## src/rtl/acfg_pkg.sv

```systemverilog
// Shared types and helpers for the configuration responder.
// Assumes byte-addressed host accesses with at most 16-bit data.
package acfg_pkg;

    // Kind of configuration access decoded from one write
    typedef enum logic [1:0] {
        ACC_NONE   = 2'd0,
        ACC_LOLAT  = 2'd1,
        ACC_COMMIT = 2'd2,
        ACC_SHUTUP = 2'd3
    } acc_kind_e;

    // Offsets that carry behaviour during configuration
    localparam logic [15:0] OFF_COMMIT = 16'h0044;
    localparam logic [15:0] OFF_LOLAT  = 16'h0048;
    localparam logic [15:0] OFF_SHUTUP = 16'h004C;

    // Encode one nibble into the byte the host sees
    function automatic logic [7:0] nib_to_byte(input logic [3:0] nib, input logic keep_true);
        nib_to_byte = keep_true ? {nib, 4'h0} : {~nib, 4'hF};
    endfunction

endpackage

```

## src/rtl/acfg_id_rom.sv

```systemverilog
// Identification space lookup.
// Builds a table of encoded nibbles from the ID_DATA parameter and answers
// two offsets at once (the even and the odd byte of a word).
// Assumes offsets are already reduced to the pre-configuration address width.
module acfg_id_rom
    import acfg_pkg::*;
#(
    parameter int unsigned ID_COUNT    = 17,
    parameter logic [ID_COUNT*8-1:0] ID_DATA = '0,
    parameter int unsigned SPACE_BYTES = 128,
    parameter int unsigned OFF_W       = 16,
    parameter int unsigned TRUE_SLOT_A = 0,
    parameter int unsigned TRUE_SLOT_B = 16
) (
    input  logic [1:0][OFF_W-1:0] off_i,
    output logic [1:0][7:0]       byte_o
);
    localparam int unsigned SLOTS = SPACE_BYTES / 4;
    localparam int unsigned IDX_W = $clog2(SLOTS);

    logic [7:0] hi_tab [SLOTS];
    logic [7:0] lo_tab [SLOTS];

    // Fill the nibble tables; slots without a programmed byte read as all ones
    for (genvar n = 0; n < SLOTS; n++) begin : g_slot
        if (n < ID_COUNT) begin : g_prog
            localparam bit KEEP = (n == TRUE_SLOT_A) || (n == TRUE_SLOT_B);
            assign hi_tab[n] = nib_to_byte(ID_DATA[8*n+4 +: 4], KEEP);
            assign lo_tab[n] = nib_to_byte(ID_DATA[8*n   +: 4], KEEP);
        end else begin : g_blank
            assign hi_tab[n] = 8'hFF;
            assign lo_tab[n] = 8'hFF;
        end
    end

    // One lookup per port
    for (genvar p = 0; p < 2; p++) begin : g_port
        logic [IDX_W-1:0] idx;
        assign idx = off_i[p][IDX_W+1:2];

        // Select the encoded byte for this offset, or zero past the window
        always_comb begin
            if (off_i[p] >= OFF_W'(SPACE_BYTES)) begin
                byte_o[p] = 8'h00;
            end else begin
                unique case (off_i[p][1:0])
                    2'd0:    byte_o[p] = hi_tab[idx];
                    2'd2:    byte_o[p] = lo_tab[idx];
                    default: byte_o[p] = 8'hFF;
                endcase
            end
        end
    end

endmodule

```

## src/rtl/acfg_reg_ctrl.sv

```systemverilog
// Configuration state: low-part latch, base commit, shut-up and chain.
// Assumes at most one write per clock; writes are ignored once configured.
module acfg_reg_ctrl
    import acfg_pkg::*;
#(
    parameter int unsigned OFF_W  = 16,
    parameter int unsigned BASE_W = 16
) (
    input  logic              clk,
    input  logic              rst_n,
    input  logic              wr_i,
    input  logic              word_i,
    input  logic [OFF_W-1:0]  off_i,
    input  logic [15:0]       wdata_i,
    output logic              cfg_done_o,
    output logic              base_valid_o,
    output logic [BASE_W-1:0] base_o,
    output logic              chain_o
);
    localparam int unsigned PAD_W = BASE_W - 12;

    acc_kind_e kind;
    logic [7:0] lo_q;

    // Classify the current write by size and offset
    always_comb begin
        kind = ACC_NONE;
        if (wr_i && !cfg_done_o) begin
            if (!word_i && off_i == OFF_W'(OFF_LOLAT))       kind = ACC_LOLAT;
            else if (word_i && off_i == OFF_W'(OFF_COMMIT))  kind = ACC_COMMIT;
            else if (!word_i && off_i == OFF_W'(OFF_SHUTUP)) kind = ACC_SHUTUP;
        end
    end

    // Hold the most recent low base part
    always_ff @(posedge clk) begin
        if (!rst_n)                lo_q <= 8'h00;
        else if (kind == ACC_LOLAT) lo_q <= wdata_i[7:0];
    end

    // Commit the base address from the high byte and the latched low part
    always_ff @(posedge clk) begin
        if (!rst_n) begin
            base_o       <= '0;
            base_valid_o <= 1'b0;
        end else if (kind == ACC_COMMIT) begin
            base_o       <= {wdata_i[15:8], PAD_W'(0), lo_q[7:4]};
            base_valid_o <= 1'b1;
        end
    end

    // Mark the card configured on commit or shut-up
    always_ff @(posedge clk) begin
        if (!rst_n) cfg_done_o <= 1'b0;
        else if (kind == ACC_COMMIT || kind == ACC_SHUTUP) cfg_done_o <= 1'b1;
    end

    // Enable the next card; only reset clears it
    always_ff @(posedge clk) begin
        if (!rst_n) chain_o <= 1'b0;
        else if (kind == ACC_COMMIT || kind == ACC_SHUTUP) chain_o <= 1'b1;
    end

endmodule

```

## src/rtl/acfg_rd_path.sv

```systemverilog
// Registered read data for byte and word accesses.
// Assumes the two lookup bytes belong to the even and odd address of the access.
module acfg_rd_path #(
    parameter int unsigned OFF_W = 16
) (
    input  logic             clk,
    input  logic             rst_n,
    input  logic             rd_i,
    input  logic             word_i,
    input  logic             odd_i,
    input  logic             cfg_done_i,
    input  logic [1:0][7:0]  byte_i,
    output logic [15:0]      rdata_o
);
    logic [15:0] rd_next;

    // Assemble the returned value from the lookup bytes
    always_comb begin
        if (cfg_done_i)  rd_next = 16'h0000;
        else if (word_i) rd_next = {byte_i[0], byte_i[1]};
        else             rd_next = {8'h00, byte_i[odd_i]};
    end

    // Capture the value on a read; hold it otherwise
    always_ff @(posedge clk) begin
        if (!rst_n)    rdata_o <= 16'h0000;
        else if (rd_i) rdata_o <= rd_next;
    end

endmodule

```

## src/rtl/acfg_responder.sv

```systemverilog
// Top of the configuration responder.
// Reduces the address to 16 bits before configuration and to 24 after;
// decoding of normal board space is left to the logic that uses board_offset.
module acfg_responder #(
    parameter int unsigned ADDR_W      = 24,
    parameter int unsigned OFF_W       = 16,
    parameter int unsigned BASE_W      = 16,
    parameter int unsigned SPACE_BYTES = 128,
    parameter int unsigned ID_COUNT    = 17,
    parameter logic [ID_COUNT*8-1:0] ID_DATA = {
        8'h00, 8'hA8, 8'h70, 8'h0F, 8'hE5, 8'h39, 8'h82, 8'h6D, 8'h44,
        8'h1B, 8'hF0, 8'h93, 8'h07, 8'h00, 8'h5E, 8'h2A, 8'hC1}
) (
    input  logic              clk,
    input  logic              rst_n,
    input  logic              bus_rd,
    input  logic              bus_wr,
    input  logic              bus_word,
    input  logic [ADDR_W-1:0] bus_addr,
    input  logic [15:0]       bus_wdata,
    output logic [15:0]       bus_rdata,
    output logic              cfg_done,
    output logic              base_valid,
    output logic [BASE_W-1:0] base_addr,
    output logic              chain_out,
    output logic [ADDR_W-1:0] offset_mask,
    output logic [ADDR_W-1:0] board_offset
);
    localparam logic [ADDR_W-1:0] MASK_PRE  = ADDR_W'({OFF_W{1'b1}});
    localparam logic [ADDR_W-1:0] MASK_POST = {ADDR_W{1'b1}};

    logic [OFF_W-1:0]      off;
    logic [1:0][OFF_W-1:0] look_off;
    logic [1:0][7:0]       look_byte;

    assign off         = bus_addr[OFF_W-1:0];
    assign look_off[0] = {off[OFF_W-1:1], 1'b0};
    assign look_off[1] = {off[OFF_W-1:1], 1'b1};

    // Address mask tracks the configuration state
    assign offset_mask  = cfg_done ? MASK_POST : MASK_PRE;
    assign board_offset = bus_addr & offset_mask;

    acfg_id_rom #(
        .ID_COUNT   (ID_COUNT),
        .ID_DATA    (ID_DATA),
        .SPACE_BYTES(SPACE_BYTES),
        .OFF_W      (OFF_W)
    ) i_rom (
        .off_i (look_off),
        .byte_o(look_byte)
    );

    acfg_reg_ctrl #(
        .OFF_W (OFF_W),
        .BASE_W(BASE_W)
    ) i_ctrl (
        .clk         (clk),
        .rst_n       (rst_n),
        .wr_i        (bus_wr),
        .word_i      (bus_word),
        .off_i       (off),
        .wdata_i     (bus_wdata),
        .cfg_done_o  (cfg_done),
        .base_valid_o(base_valid),
        .base_o      (base_addr),
        .chain_o     (chain_out)
    );

    acfg_rd_path #(
        .OFF_W(OFF_W)
    ) i_rd (
        .clk       (clk),
        .rst_n     (rst_n),
        .rd_i      (bus_rd),
        .word_i    (bus_word),
        .odd_i     (off[0]),
        .cfg_done_i(cfg_done),
        .byte_i    (look_byte),
        .rdata_o   (bus_rdata)
    );

endmodule

```

## config.mk

```make
export PLATFORM = sky130hd
export DESIGN_NAME = acfg_responder
export DESIGN_NICKNAME = d
export VERILOG_FILES = /design/src/rtl/acfg_pkg.sv /design/src/rtl/acfg_id_rom.sv /design/src/rtl/acfg_reg_ctrl.sv /design/src/rtl/acfg_rd_path.sv /design/src/rtl/acfg_responder.sv
export SDC_FILE = /design/constraint.sdc
export NUM_CORES = 1
export LEC_CHECK = 0
export BUFFER_PORTS_ARGS = -buffer_cell sky130_fd_sc_hd__buf_2
export CAP_MARGIN = 25
export CORE_ASPECT_RATIO = 0.75
export CORE_MARGIN = 2
export CORE_UTILIZATION = 40
export CTS_BUF_LIST = sky130_fd_sc_hd__clkbuf_8
export CTS_CLUSTER_SIZE = 14
export DETAILED_ROUTE_END_ITERATION = 10
export GPL_ROUTABILITY_DRIVEN = 0
export PLACE_DENSITY = 0.84
export SLEW_MARGIN = 20
export SYNTH_ARGS = -nofsm -noshare
export SYNTH_HDL_FRONTEND = slang
export SYNTH_SLANG_ARGS = --single-unit
```

## constraint.sdc

```tcl
create_clock -name clk -period 1.7 [get_ports clk]
set_input_delay 0.255 -clock clk [delete_from_list [all_inputs] [get_ports clk]]
set_output_delay 0.255 -clock clk [all_outputs]
set_load 0.02 [all_outputs]
```

After elaboration in Yosys (flattened, before gate mapping)
Memories as Yosys holds them, arrays and structs flattened.
Index checks and enable logic that the tools add are counted.

cells by class
  multiplexer cells = 17
  reductions and logical operators = 9
  order comparisons = 4
  eq/ne operators = 6
  bitwise logic cells = 2

operators with widths
  kind                   number
  $mux W8                9
  $eq A16 B7 Y1 const B  3
  $ge A16 B8 Y1 const B  2
  $mux W16               2
  $and A24 B24 Y24       1
  $mux W24               1
  $pmux W8 S2            1
  $mux W2                4
  $ge A6 B6 Y1 const B   1
  $not A5 Y6             1
  $eq A2 B2 Y1 const B   2
  $logic_and A1 B1 Y1    4
  $logic_not A2 Y1       2
  $eq A2 B1 Y1 const B   1
  $logic_not A1 Y1       2
  $lt A1 B2 Y1 const B   1
  $logic_or A1 B1 Y1     1

storage, ports and cells
  output and inout port bits = 83
  memories = 2
  input bits = 45
  ROM bits = 512
  register bits = 38
  logic and storage cells = 45

memories
  memory           depth  width  read ports  clocked after memory_dff  wr ports  RTL line           RTL
  (no name shown)  32     8      1           0                         0         acfg_id_rom.sv:47  2'd0: byte_o[p] = hi_tab[idx];
  (no name shown)  32     8      1           0                         0         acfg_id_rom.sv:48  2'd2: byte_o[p] = lo_tab[idx];

Logic depth before layout (Yosys ltp)
Gate-level depths: netlist of the first run.

  depth after elaboration = 10
  depth in mapped cells = 8
  gate-level depth less buffers = 7

By module
From an unflattened synthesis of the first run, not the netlist that was laid out.

second synthesis, totals
  cells, all modules = 347
  area, all modules = 2845.2 sq um

by module, submodules not included
  module          sequential area each (sq um)  times used  area each (sq um)  cells an instance
  acfg_id_rom     0.0                           1           962.2              140
  acfg_reg_ctrl   360.3                         1           848.3              86
  acfg_rd_path    320.3                         1           676.9              71
  acfg_responder  0.0                           1           357.8              50

Worst setup path before layout of the first run
Ideal clock, no wire load.

  kind = input -> register
  from = in bus_addr[2]
  to = reg i_rd.rdata_o[4]
  setup time = 0.123 ns
  slack = -0.001 ns
  arrival time = 1.578 ns
  stages on the path = 8
  path buffers = 1
  data required time = 1.577 ns
  path through = inv_1 > ha_1 > clkbuf_1 > nand2b_1 > o21ai_0 > mux4_2 > nor2_1 > o21ai_0

between the ends
  word-level cells in the longest chain between the ends = 10
  elaborated cells on any way between the ends = 17
  those cells by class = 2 x order compare; 12 x mux; 1 x bitwise; 2 x memory

ends and longest elaborated chain
  item                                             RTL line                              RTL
  from (decl)                                      acfg_responder.sv:19                  input logic [ADDR_W-1:0] bus_addr,
  $not A5 Y6 (not written as such)                 acfg_id_rom.sv:47, acfg_id_rom.sv:48
  $mem_v2 Z32 W8, on equally long branches         --
  $mux W8, on equally long branches (2 in series)  acfg_id_rom.sv:48, acfg_id_rom.sv:47
  $pmux W8 S2 / $mux W8 (equally long branches)    acfg_id_rom.sv:46                     unique case (off_i[p][1:0])
  $mux W8                                          acfg_id_rom.sv:43                     if (off_i[p] >= OFF_W'(SPACE_BYTES)) begin
  $mux W8 (not written as such) (2 in series)      acfg_rd_path.sv:21                    else rd_next = {8'h00, byte_i[odd_i]};
  $mux W16 (*)                                     acfg_rd_path.sv:20                    else if (word_i) rd_next = {byte_i[0], byte_i[1]};
  $mux W16 (*)                                     acfg_rd_path.sv:19                    if (cfg_done_i) rd_next = 16'h0000;
  to (signal assigned)                             acfg_rd_path.sv:27                    else if (rd_i) rdata_o <= rd_next;
  to (decl)                                        acfg_rd_path.sv:13                    output logic [15:0] rdata_o

Mark *: on every way between the ends. The rest lies on a longest branch, timed or not. The select of a mux whose other input is x is not followed.
A chain may end at the register's enable or synchronous reset.

==> results of run 1 <==
[where the power goes]
| group | switching [W] | internal [W] |
|---|---|---|
| registers | 0.0000000899 | 0.000655 |
| logic | 0.000169 | 0.000111 |
| clock network | 0.000208 | 0.000315 |
| total | 0.000377 | 0.00108 |
[what timing repair did]
| action | CTS | global route |
|---|---|---|
| gates resized for setup | 0 | 1 |
| hold endpoints to repair | 0 | 0 |
| endpoints found under the setup margin | 0 | 8 |
[through the flow]
step                      setup TNS [ps]  std cells  instance area (µm²)  hold slack, ps   util
final                                  0        379                 2420             208  0.501
after global routing                   0        379                 2420             210  0.501
after CTS                              0        379                 2420             204  0.500
after detailed placement           -1120        375                 2350             441  0.486
after global placement              -651        375                 2350             434  0.486
after floorplan                        0        257                 2070             394      -
[per-layer routing]
metal / up-vias / share of wire
li1: 886 / -
met1: 798 / 0.44
met2: 92 / 0.46
met3: 7 / 0.079
met4: 0 / 0.021
met5: - / 0
[worst reg2reg max path, delay by kind of cell (launching register included)]
kind                   cells  cell delay, ps
AND/OR/NAND/NOR            2             320
multiplexers               1             190
buffers and inverters      2             370
flip-flops                 1             390
[logic make-up (layout without fill, tap and decap cells)]
logic type      Yosys count  after routing  synth area share
simple gates             83             83             0.237
buf+inv                  67            129             0.229
compound gates           44             44             0.153
flops                    28             28             0.281
mux                       8              8            0.0532
fa+ha+maj                 7              7            0.0438
other cells               2             20           0.00376
[sequential cells by signal (all words and copies together) (netlist names)]
signal               flops
i_ctrl.base_valid_o      1
i_rd.rdata_o            10
i_ctrl.base_o           12
i_ctrl.lo_q              4
i_ctrl.chain_o           1
[cell usage in the layout, fill, tap and decap left out, types with 2 or more instances in the layout]
cell type,Yosys,layout
buf_2,5,103
nand2_1,34,34
dfxtp_1,28,27
conb_1,2,20
buf_4,51,19
o21ai_0,11,11
a21boi_1,10,10
nor2_1,9,9
and2_1,8,8
nand2b_1,8,8
nor2b_1,7,7
ha_1,7,7
a21oi_1,5,5
mux2i_1,5,5
a21boi_0,4,4
inv_1,3,3
nor4_4,3,3
nand3_1,3,3
clkbuf_8,0,3
nor3_1,2,2
mux4_2,2,2
a211oi_1,2,2
o21a_1,2,2
[area by class of cell]
type | instances | area (µm²) | share of cell area
multi-input combinational | 162 | 1050 | 0.432
timing repair buffer | 122 | 658 | 0.271
sequential | 28 | 562 | 0.232
tap | 60 | 75.1 | 0.0310
clock buffer | 3 | 41.3 | 0.0170
clock inverter | 1 | 30.0 | 0.0124
inverter | 3 | 11.3 | 0.00464
[final timing paths]
path | from | to | slack (ps) | depth (start not counted)
setup / recovery | i_ctrl.chain_o | board_offset[18] | 210 | 3
hold / removal | bus_wdata[12] | i_ctrl.base_o[12] | 210 | 3
setup reg to reg | i_ctrl.chain_o | i_ctrl.lo_q[6] | 340 | 5
hold reg to reg | i_rd.rdata_o[15] | i_rd.rdata_o[15] | 450 | 2
==> impl_results.md, run 1 <==
- H-tree Lvls: 1
- CP Class: flop to primary output
- Die ar.: 0.00558 mm²
- Crit path max-delay family: flip-flops
- Die Wd: 85.6 µm
- Met3 GRT Util: 0.00377
- Routed Antenna Nets: 0
- Grt ovf: 0
- Most numerous cell in the Yosys netlist: buf_4
- Vias: 1,783
- Num CTS Buffers: 3
- Post-Syn Area: 0.00200 mm²
- Met2 Usage GRT: 0.259
- Distinct cells, synth: 46
- RSZ-0062 raised after global routing: no
- Clock sinks: 28
- Max clock buf depth: 2
- Fin. Hold Viols: 0
- Wire per inst: 11.4 µm
- Worst setup EP type: primary output
- Pwr Density: 602 mW/mm²
- Syn_area_per_cell: 8.36 µm²
- Largest net degree at the start of global routing: 27
- Post-Synthesis Cells: 239
- DRC: 0
- Overall Power: 0.00146 W
- # IOs: 128
- Status: finished, final reports clean
- Synth Register Bits: 28
- Wire length of the first global-routing pass: 6760 µm
- Final WS setup: 209 ps
- CTS Hold Bufs: 0
- Synth area leaders: dfxtp_1 (28%), buf_4 (19%), nand2_1 (6.4%)
- Tmin final: 1490 ps
- Insertion delay to the later sink of the worst-skew pair: 280 ps
- Post-DP HPWL: 3640 µm
- Leakage power: 1.22 nW
- Ys async rst share: 0
- Gr usage total: 0.149
- Max incr delay on CP: 460 ps
- Largest area contributor in the netlist: dfxtp_1
- Max capacitance violation total: 0
- CP max FO: 14
- CTS tree: yes
- CP max-delay cell: dfxtp_2
- Initial DRT Pass Iterations: 4
- Cell-by-cell trace of the critical path: buf_4 > and2_1 > buf_2
- Synth top area share: 0.281
- CTS Root Cell: clkbuf_8
- Slew Viols, Final: 0
- Vias in the first global route: 1,530
- Initial Util: 0.412
- Ant. Diodes: 0
- Critical Path RT: 1440 ps
- EDFF count, synth: 0
- Seq/Total Area, Yosys: 0.281
- Yosys warns: 0
- Worst Hold Class: primary input to flop
- Row count: 22
- Sum of buffers and inverters on the critical path: 2
- Pre-CTS worst setup slack: -94.9 ps
- CP startpoint kind: flop
- Initial antenna violation count: 0
- Crit path DAT: 1240 ps
- Post-CTS Setup Inserts: 0
- Share of cells above drive strength 1: 0.429
- Fmax: 0.671 GHz
- Filler cells: 473
- Routed WL: 4320 µm
- Core ar.: 0.00484 mm²
- Max rail drop VDD: 0.000321 V
- Final clock skew: 10.4 ps
- Chip height: 65.2 µm
- Period utilization: 0.877
- Grt peak-use layer: met2
- Initial DRC count: 83
- Vias per cell: 4.70
- Synth Flop Type: dfxtp_1
- Fin nets: 372
- List of most frequent post-synthesis cells: buf_4 (51), nand2_1 (34), dfxtp_1 (28), o21ai_0 (11), a21boi_1 (10)
- Met1 Track Usage GR: 0.194
- Final setup violation count: 0
- Clk pin slew, worst setup/hold paths: 100 ps
- Port buffer count: 103
- Area growth syn-to-layout: 21.4%
Note: power is estimated with default switching activity, not from simulation.
==> inputs of run 2 (changes only) <==
--- a/config.mk
+++ b/config.mk
@@ -9,13 +9,14 @@
 export CAP_MARGIN = 25
 export CORE_ASPECT_RATIO = 0.75
 export CORE_MARGIN = 2
-export CORE_UTILIZATION = 40
+export CORE_UTILIZATION = 45
 export CTS_BUF_LIST = sky130_fd_sc_hd__clkbuf_8
 export CTS_CLUSTER_SIZE = 14
 export DETAILED_ROUTE_END_ITERATION = 10
 export GPL_ROUTABILITY_DRIVEN = 0
-export PLACE_DENSITY = 0.84
+export PLACE_DENSITY = 0.85
 export SLEW_MARGIN = 20
 export SYNTH_ARGS = -nofsm -noshare
 export SYNTH_HDL_FRONTEND = slang
+export SYNTH_HIERARCHICAL = 1
 export SYNTH_SLANG_ARGS = --single-unit
==> run 2 against run 1 <==
  * Utilization grew 6.5 points
  * Combinational power increased by 69%
  * Clock skew shrank 8.3 ps
  * Fmax down 9.3%
  * Via count increased by 47%
  * Sequential power increased by 21%
  * Global-route usage increased by 4.7 points
  * First-iteration DRC count grew 9.6%
  * Cell area rose by 44%
  * Highest routed layer unchanged
==> impl_results.md, run 2 <==
- Status: finished, final reports clean
- Period utilization: 0.967 (+0.0897)
- Commonest cells after routing, fill and taps aside: buf_2 (101), nand2_1 (48), dfxtp_1 (34), buf_4 (33), mux2i_1 (30)
- Commonest non-fill, non-tap cell in the layout: buf_2
- Initial antenna violation count: 0 (unchanged)
- Vias: 2,616 (+47%)
- Max reg flops: 16 (+4)
- Tmin final: 1640 ps (+153 ps)
- DRC: 0 (unchanged)
- Clock sinks: 34 (+21%)
- Grt ovf: 0 (unchanged)
- Worst setup EP type: flop
- Final clock skew: 2.04 ps (-8.31 ps)
- Vias in the first global route: 2,242 (+47%)
- Top Layer Used: met4
- Max capacitance violation total: 0 (unchanged)
- CTS tree: yes
- Initial Util: 0.459 (+0.0469)
- Rel. slew slack: 0.665
- Num CTS Buffers: 5 (+2)
- Port buffer count: 103 (unchanged)
- Crit path DAT: 1860 ps (+620 ps)
- Vias per cell: 4.94 (+4.9%)
- Slew Viols, Final: 0 (unchanged)
- Synth Register Bits: 34 (+21%)
- Routed met1 length: 2990 µm (+58%)
- Fin nets: 509 (+37%)
- Chip height: 72.9 µm (+12%)
- Insertion delay to the later sink of the worst-skew pair: 280 ps (about the same)
- CTS Hold Bufs: 0 (unchanged)
- Largest area contributor in the netlist: dfxtp_1
- Synth Flop Type: dfxtp_1
- Syn_area_per_cell: 8.20 µm² (-1.9%)
- Leakage power: 1.67 nW (+37%)
- Largest reg by FF count: i_rd/rdata_o
- Yosys warns: 6 (+6)
- Die ar.: 0.00698 mm² (+25%)
- Wire per inst: 13.3 µm (+17%)
- Most numerous cell in the Yosys netlist: buf_4
- Max clock buf depth: 2 (unchanged)
- Wire length on met2: 3490 µm (+75%)
- Fmax: 0.608 GHz (-9.3%)
- Gr usage total: 0.195 (+0.0465)
- Share of cells above drive strength 1: 0.372 (-0.0575)
- Wire length of the first global-routing pass: 10,600 µm (+57%)
- List of most frequent post-synthesis cells: buf_4 (51), nand2_1 (48), dfxtp_1 (34), mux2i_1 (30)
- Worst-margin pin slew: 501 ps
- CP Class: primary input to flop
- CP startpoint kind: primary input
- Clk pin slew, worst setup/hold paths: 70 ps (-30 ps)
- Row count: 25 (+14%)
- Pwr Density: 535 mW/mm² (-11%)
- Critical Path RT: 1910 ps (+470 ps)
- Finished layout cell area: 0.00350 mm² (+44%)
- Registers with the most flip-flops: i_rd/rdata_o x16, i_ctrl/base_o x12, i_ctrl/lo_q x4
- Ant. Diodes: 0 (unchanged)
- H-tree Lvls: 2 (+1)
- CP max FO: 4 (-10)
- Synth area leaders: dfxtp_1 (24%), buf_4 (13%), mux2i_1 (11%)
- Post-Synthesis Cells: 347 (+45%)
- Post-CTS Setup Inserts: 0 (unchanged)
- Post-Syn Area: 0.00285 mm² (+42%)
- Distinct cells, synth: 45 (-2.2%)
- # IOs: 128 (unchanged)
- Max rail drop VDD: 0.000268 V (-17%)
- Post-layout util: 0.566 (+0.0651)
- Seq/Total Area, Yosys: 0.239 (-0.0413)
- Met3 WL: 527 µm (+54%)
- Core ar.: 0.00619 mm² (+28%)
- CTS Root Cell: clkbuf_8
- Hold Slack: 225 ps (+17.9 ps)
- Die Wd: 95.8 µm (+12%)
- Post-placement cell area: 0.00336 mm² (+43%)
- EDFF count, synth: 0 (unchanged)
- Synth top area share: 0.239 (-0.0413)
- Largest net degree at the start of global routing: 29 (+7.4%)
- Worst Hold Class: primary input to flop
- Overall Power: 0.00188 W (+29%)
- Initial DRC count: 91 (+9.6%)
- Initial DRT Pass Iterations: 4 (unchanged)
- Routed Antenna Nets: 0 (unchanged)
- Final setup violation count: 0 (unchanged)
- Ys async rst share: 0 (unchanged)
- Area growth syn-to-layout: 23.1%
- Post-DP HPWL: 5560 µm (+53%)
- Fin. Hold Viols: 0 (unchanged)
- Routed WL: 7050 µm (+63%)
-- run 2: cell types whose count changed after synthesis, sizes merged, moves of 4 or more --
cell | before | now
dfxtp | 28 | 34
nor3 | 2 | 6
ha | 7 | 16
buf | 58 | 63
nand3 | 4 | 11
nand2 | 35 | 48
mux2i | 5 | 30
a21oi | 5 | 16
a21boi | 14 | 8
o21ai | 11 | 24
inv | 3 | 14
nor2 | 9 | 14
-- run 2: layout make-up --
class	instances	area (µm²)
multi-input combinational	256	1760
fill	578	2690
timing repair buffer	137	805
tap	81	101
clock inverter	2	8.76
inverter	14	61.3
sequential	34	681
clock buffer	6	82.6
-- run 2: final timing paths --
path,start,end,slack [ps],depth (start not counted)
setup / recovery,bus_addr[2],i_rd/rdata_o[15],60,10
hold / removal,bus_wdata[9],i_ctrl/base_o[9],230,3
setup reg to reg,i_ctrl/cfg_done_o,i_ctrl/lo_q[6],170,5
hold reg to reg,i_rd/rdata_o[3],i_rd/rdata_o[3],450,2
-- run 2: cells by family after synthesis --
kind of cell / Yosys count / synth area share
compound gates: 66 / 0.139
xor+xnor: 3 / 0.00924
fa+ha+maj: 16 / 0.0704
buf+inv: 80 / 0.190
flops: 34 / 0.239
mux: 34 / 0.135
other cells: 3 / 0.00396
simple gates: 111 / 0.214
-- run 2: stage by stage --
step	std cells	TNS [ps]	worst slack [ps]
final	530	0	56.1
after global routing	530	-28.0	-18.9
after floorplan	370	0	14.6
after detailed placement	522	-1740	-348
after global placement	522	-1180	-206
after CTS	530	0	18.4
-- run 2: layer usage --
metal / global-route usage / vias to the layer above
met5: 0 / -
met4: 0.0302 / 0
met3: 0.0403 / 6
met2: 0.345 / 109
met1: 0.251 / 1190
li1: - / 1311
-- run 2: worst max-delay path, cell delays in order --
cell	delay (ps)
buf_6	100
clkinvlp_4	140
ha_4	170
nor2_2	40
mux4_2	480
a21oi_2	190
o21ai_2	90
a21oi_2	170
nand3_1	100
a21boi_1	130
-- run 2: where the power goes --
group	leakage (nW)	switching, W	internal, W
combinational	1.34	0.000280	0.000192
sequential	0.274	0.000000131	0.000796
clock	0.0524	0.000286	0.000321
total	1.67	0.000566	0.00131
-- run 2: what timing repair did --
action,4_1_cts,5_1_grt
endpoints found under the setup margin,2,8
pin swaps,1,9
resized for setup,2,12
==> inputs of run 3 (changes only) <==
--- a/config.mk
+++ b/config.mk
@@ -5,16 +5,15 @@
 export SDC_FILE = /design/constraint.sdc
 export NUM_CORES = 1
 export LEC_CHECK = 0
-export BUFFER_PORTS_ARGS = -buffer_cell sky130_fd_sc_hd__buf_2
 export CAP_MARGIN = 25
 export CORE_ASPECT_RATIO = 0.75
 export CORE_MARGIN = 2
-export CORE_UTILIZATION = 45
+export CORE_UTILIZATION = 57
 export CTS_BUF_LIST = sky130_fd_sc_hd__clkbuf_8
-export CTS_CLUSTER_SIZE = 14
 export DETAILED_ROUTE_END_ITERATION = 10
+export DONT_BUFFER_PORTS = 1
 export GPL_ROUTABILITY_DRIVEN = 0
-export PLACE_DENSITY = 0.85
+export PLACE_DENSITY = 0.8
 export SLEW_MARGIN = 20
 export SYNTH_ARGS = -nofsm -noshare
 export SYNTH_HDL_FRONTEND = slang
==> run 3 against run 2 <==
  * Worst setup slack improved by 69 ps
  * Fmax increased by 4.4%
  * Worst hold slack got worse by 110 ps
  * Wire length decreased by 17%
  * Final cell count decreased by 28%
  * Utilization decreased by 0.21 points
  * Combinational power decreased by 50%
  * Critical path type is now flop to primary output
  * Register-to-register slack about the same
  * Clock skew about the same
  * Critical path depth decreased by 8
==> impl_results.md, run 3 (same netlist as run 2, synthesis figures left out) <==
- Fmax: 0.635 GHz (+4.4%)
- Insertion delay to the later sink of the worst-skew pair: 280 ps (about the same)
- Initial DRT Pass Iterations: 4 (unchanged)
- Worst-margin pin slew: 553 ps (+51.5 ps)
- Routed Antenna Nets: 0 (unchanged)
- Slew Viols, Final: 0 (unchanged)
- Ant. Diodes: 0 (unchanged)
- Wire per inst: 15.2 µm (+14%)
- Row count: 22 (-12%)
- Worst Hold Class: primary input to flop
- Commonest non-fill, non-tap cell in the layout: nand2_1
- Post-CTS Setup Inserts: 0 (unchanged)
- Wire length of the first global-routing pass: 9170 µm (-13%)
- RSZ-0062 raised after global routing: no
- CTS tree: yes
- Tmin final: 1570 ps (-69.5 ps)
- Leakage power: 1.06 nW (-36%)
- Pwr Density: 597 mW/mm² (+12%)
- Initial Util: 0.587 (+0.128)
- CTS Hold Bufs: 0 (unchanged)
- CTS Root Cell: clkbuf_8
- Filler cells: 452 (-22%)
- Rel. slew slack: 0.631 (-0.0344)
- Initial DRC count: 112 (+23%)
- Final setup violation count: 0 (unchanged)
- Status: finished, final reports clean
- CP Class: flop to primary output
- Fin nets: 383 (-25%)
- Vias: 2,108 (-19%)
- Gr usage total: 0.204 (+0.00879)
- Post-layout util: 0.564 (-0.00212)
- Registers with the most flip-flops: i_rd/rdata_o x16, i_ctrl/base_o x12, i_ctrl/lo_q x4
- Hold Slack: 112 ps (-114 ps)
- PostCTS Resize Cnt: 0 (-2)
- # IOs: 128 (unchanged)
- Critical Path RT: 1440 ps (-470 ps)
- Inst Count DP: 375 (-28%)
- Overall Power: 0.00163 W (-13%)
- Commonest cells after routing, fill and taps aside: nand2_1 (48), dfxtp_1 (33), mux2i_1 (30), conb_1 (26), a21oi_1 (16)
- Chip height: 65.2 µm (-11%)
- Grt ovf: 0 (unchanged)
- DRC: 0 (unchanged)
- Largest net degree at the start of global routing: 41 (+41%)
- Vias in the first global route: 1,905 (-15%)
- Num CTS Buffers: 5 (unchanged)
- Clock sinks: 34 (unchanged)
- Finished Layout Cells: 383 (-28%)
- Final clock skew: 2.01 ps (-0.0322 ps)
- Max capacitance violation total: 0 (unchanged)
- Port buffer count: 0 (-100%)
- Initial antenna violation count: 0 (unchanged)
- CP startpoint kind: flop
- Core ar.: 0.00484 mm² (-22%)
- Max clock buf depth: 2 (unchanged)
- Period utilization: 0.926 (-0.0409)
- Crit path DAT: 1320 ps (-540 ps)
- Share of cells above drive strength 1: 0.108 (-0.264)
- Die Wd: 85.6 µm (-11%)
- Pre-CTS worst setup slack: -143 ps (+205 ps)
- Vias per cell: 5.50 (+12%)
- Max reg flops: 16 (unchanged)
- Post-DP HPWL: 4420 µm (-21%)
- H-tree Lvls: 2 (unchanged)
- CP max FO: 15 (+11)
- Fin. Hold Viols: 0 (unchanged)
- Routed WL: 5820 µm (-17%)
- Final WS setup: 126 ps (+69.5 ps)
- Largest reg by FF count: i_rd/rdata_o
- Worst setup EP type: primary output
- Clk pin slew, worst setup/hold paths: 70 ps (about the same)
- Max rail drop VDD: 0.000363 V (+35%)
- Die ar.: 0.00558 mm² (-20%)
- Area growth syn-to-layout: -4.05%
[run 3: changes by cell type in the layout (fill, tap and decap cells not counted), moves of 2 or more]
| cell | previous run | this run |
|---|---|---|
| a21oi_1 | 14 | 16 |
| ha_4 | 3 | 1 |
| a21oi_2 | 2 | 0 |
| ha_1 | 12 | 14 |
| buf_2 | 101 | 0 |
| buf_4 | 33 | 10 |
[run 3: stage by stage]
| stage | instance area, µm² | setup TNS (ps) |
|---|---|---|
| floorplan | 2950 | 0 |
| global placement | 2640 | -430 |
| detailed placement | 2640 | -592 |
| CTS | 2730 | 0 |
| global route | 2730 | 0 |
| finish | 2730 | 0 |
[run 3: area by class of cell]
| cell class | instances | area (µm²) | area share |
|---|---|---|---|
| clock inverter | 2 | 8.76 | 0.00321 |
| clock buffer | 6 | 82.6 | 0.0302 |
| tap | 60 | 75.1 | 0.0275 |
| multi-input combinational | 256 | 1730 | 0.632 |
| sequential | 34 | 682 | 0.250 |
| inverter | 14 | 61.3 | 0.0225 |
| timing repair buffer | 11 | 95.1 | 0.0348 |
[run 3: layer usage]
metal,vias to the layer above,wire length [µm],GRT usage
met5,-,0,0
met4,0,27,0.0397
met3,4,387,0.0616
met2,79,2800,0.348
met1,964,2600,0.258
li1,1061,-,-
[run 3: critical path, stage by stage (launching register included)]
cell and delay, ps:
dfxtp_2 330, buf_4 280, buf_4 430
[run 3: report_power, final]
part / total [W] / internal [W] / switching [W]
logic: 0.000235 / 0.000106 / 0.000128
registers: 0.000797 / 0.000796 / 0.000000461
clock network: 0.000599 / 0.000321 / 0.000278
total: 0.00163 / 0.00122 / 0.000407
[run 3: path summary, 6_finish.rpt]
check / from / to / slack (ps) / cells after the start
max: i_ctrl/cfg_done_o / chain_out / 130 / 2
min: rst_n / i_ctrl/base_valid_o / 110 / 1
max reg2reg: i_ctrl/cfg_done_o / i_ctrl/lo_q[7] / 170 / 4
min reg2reg: i_ctrl/lo_q[7] / i_ctrl/base_o[3] / 480 / 2
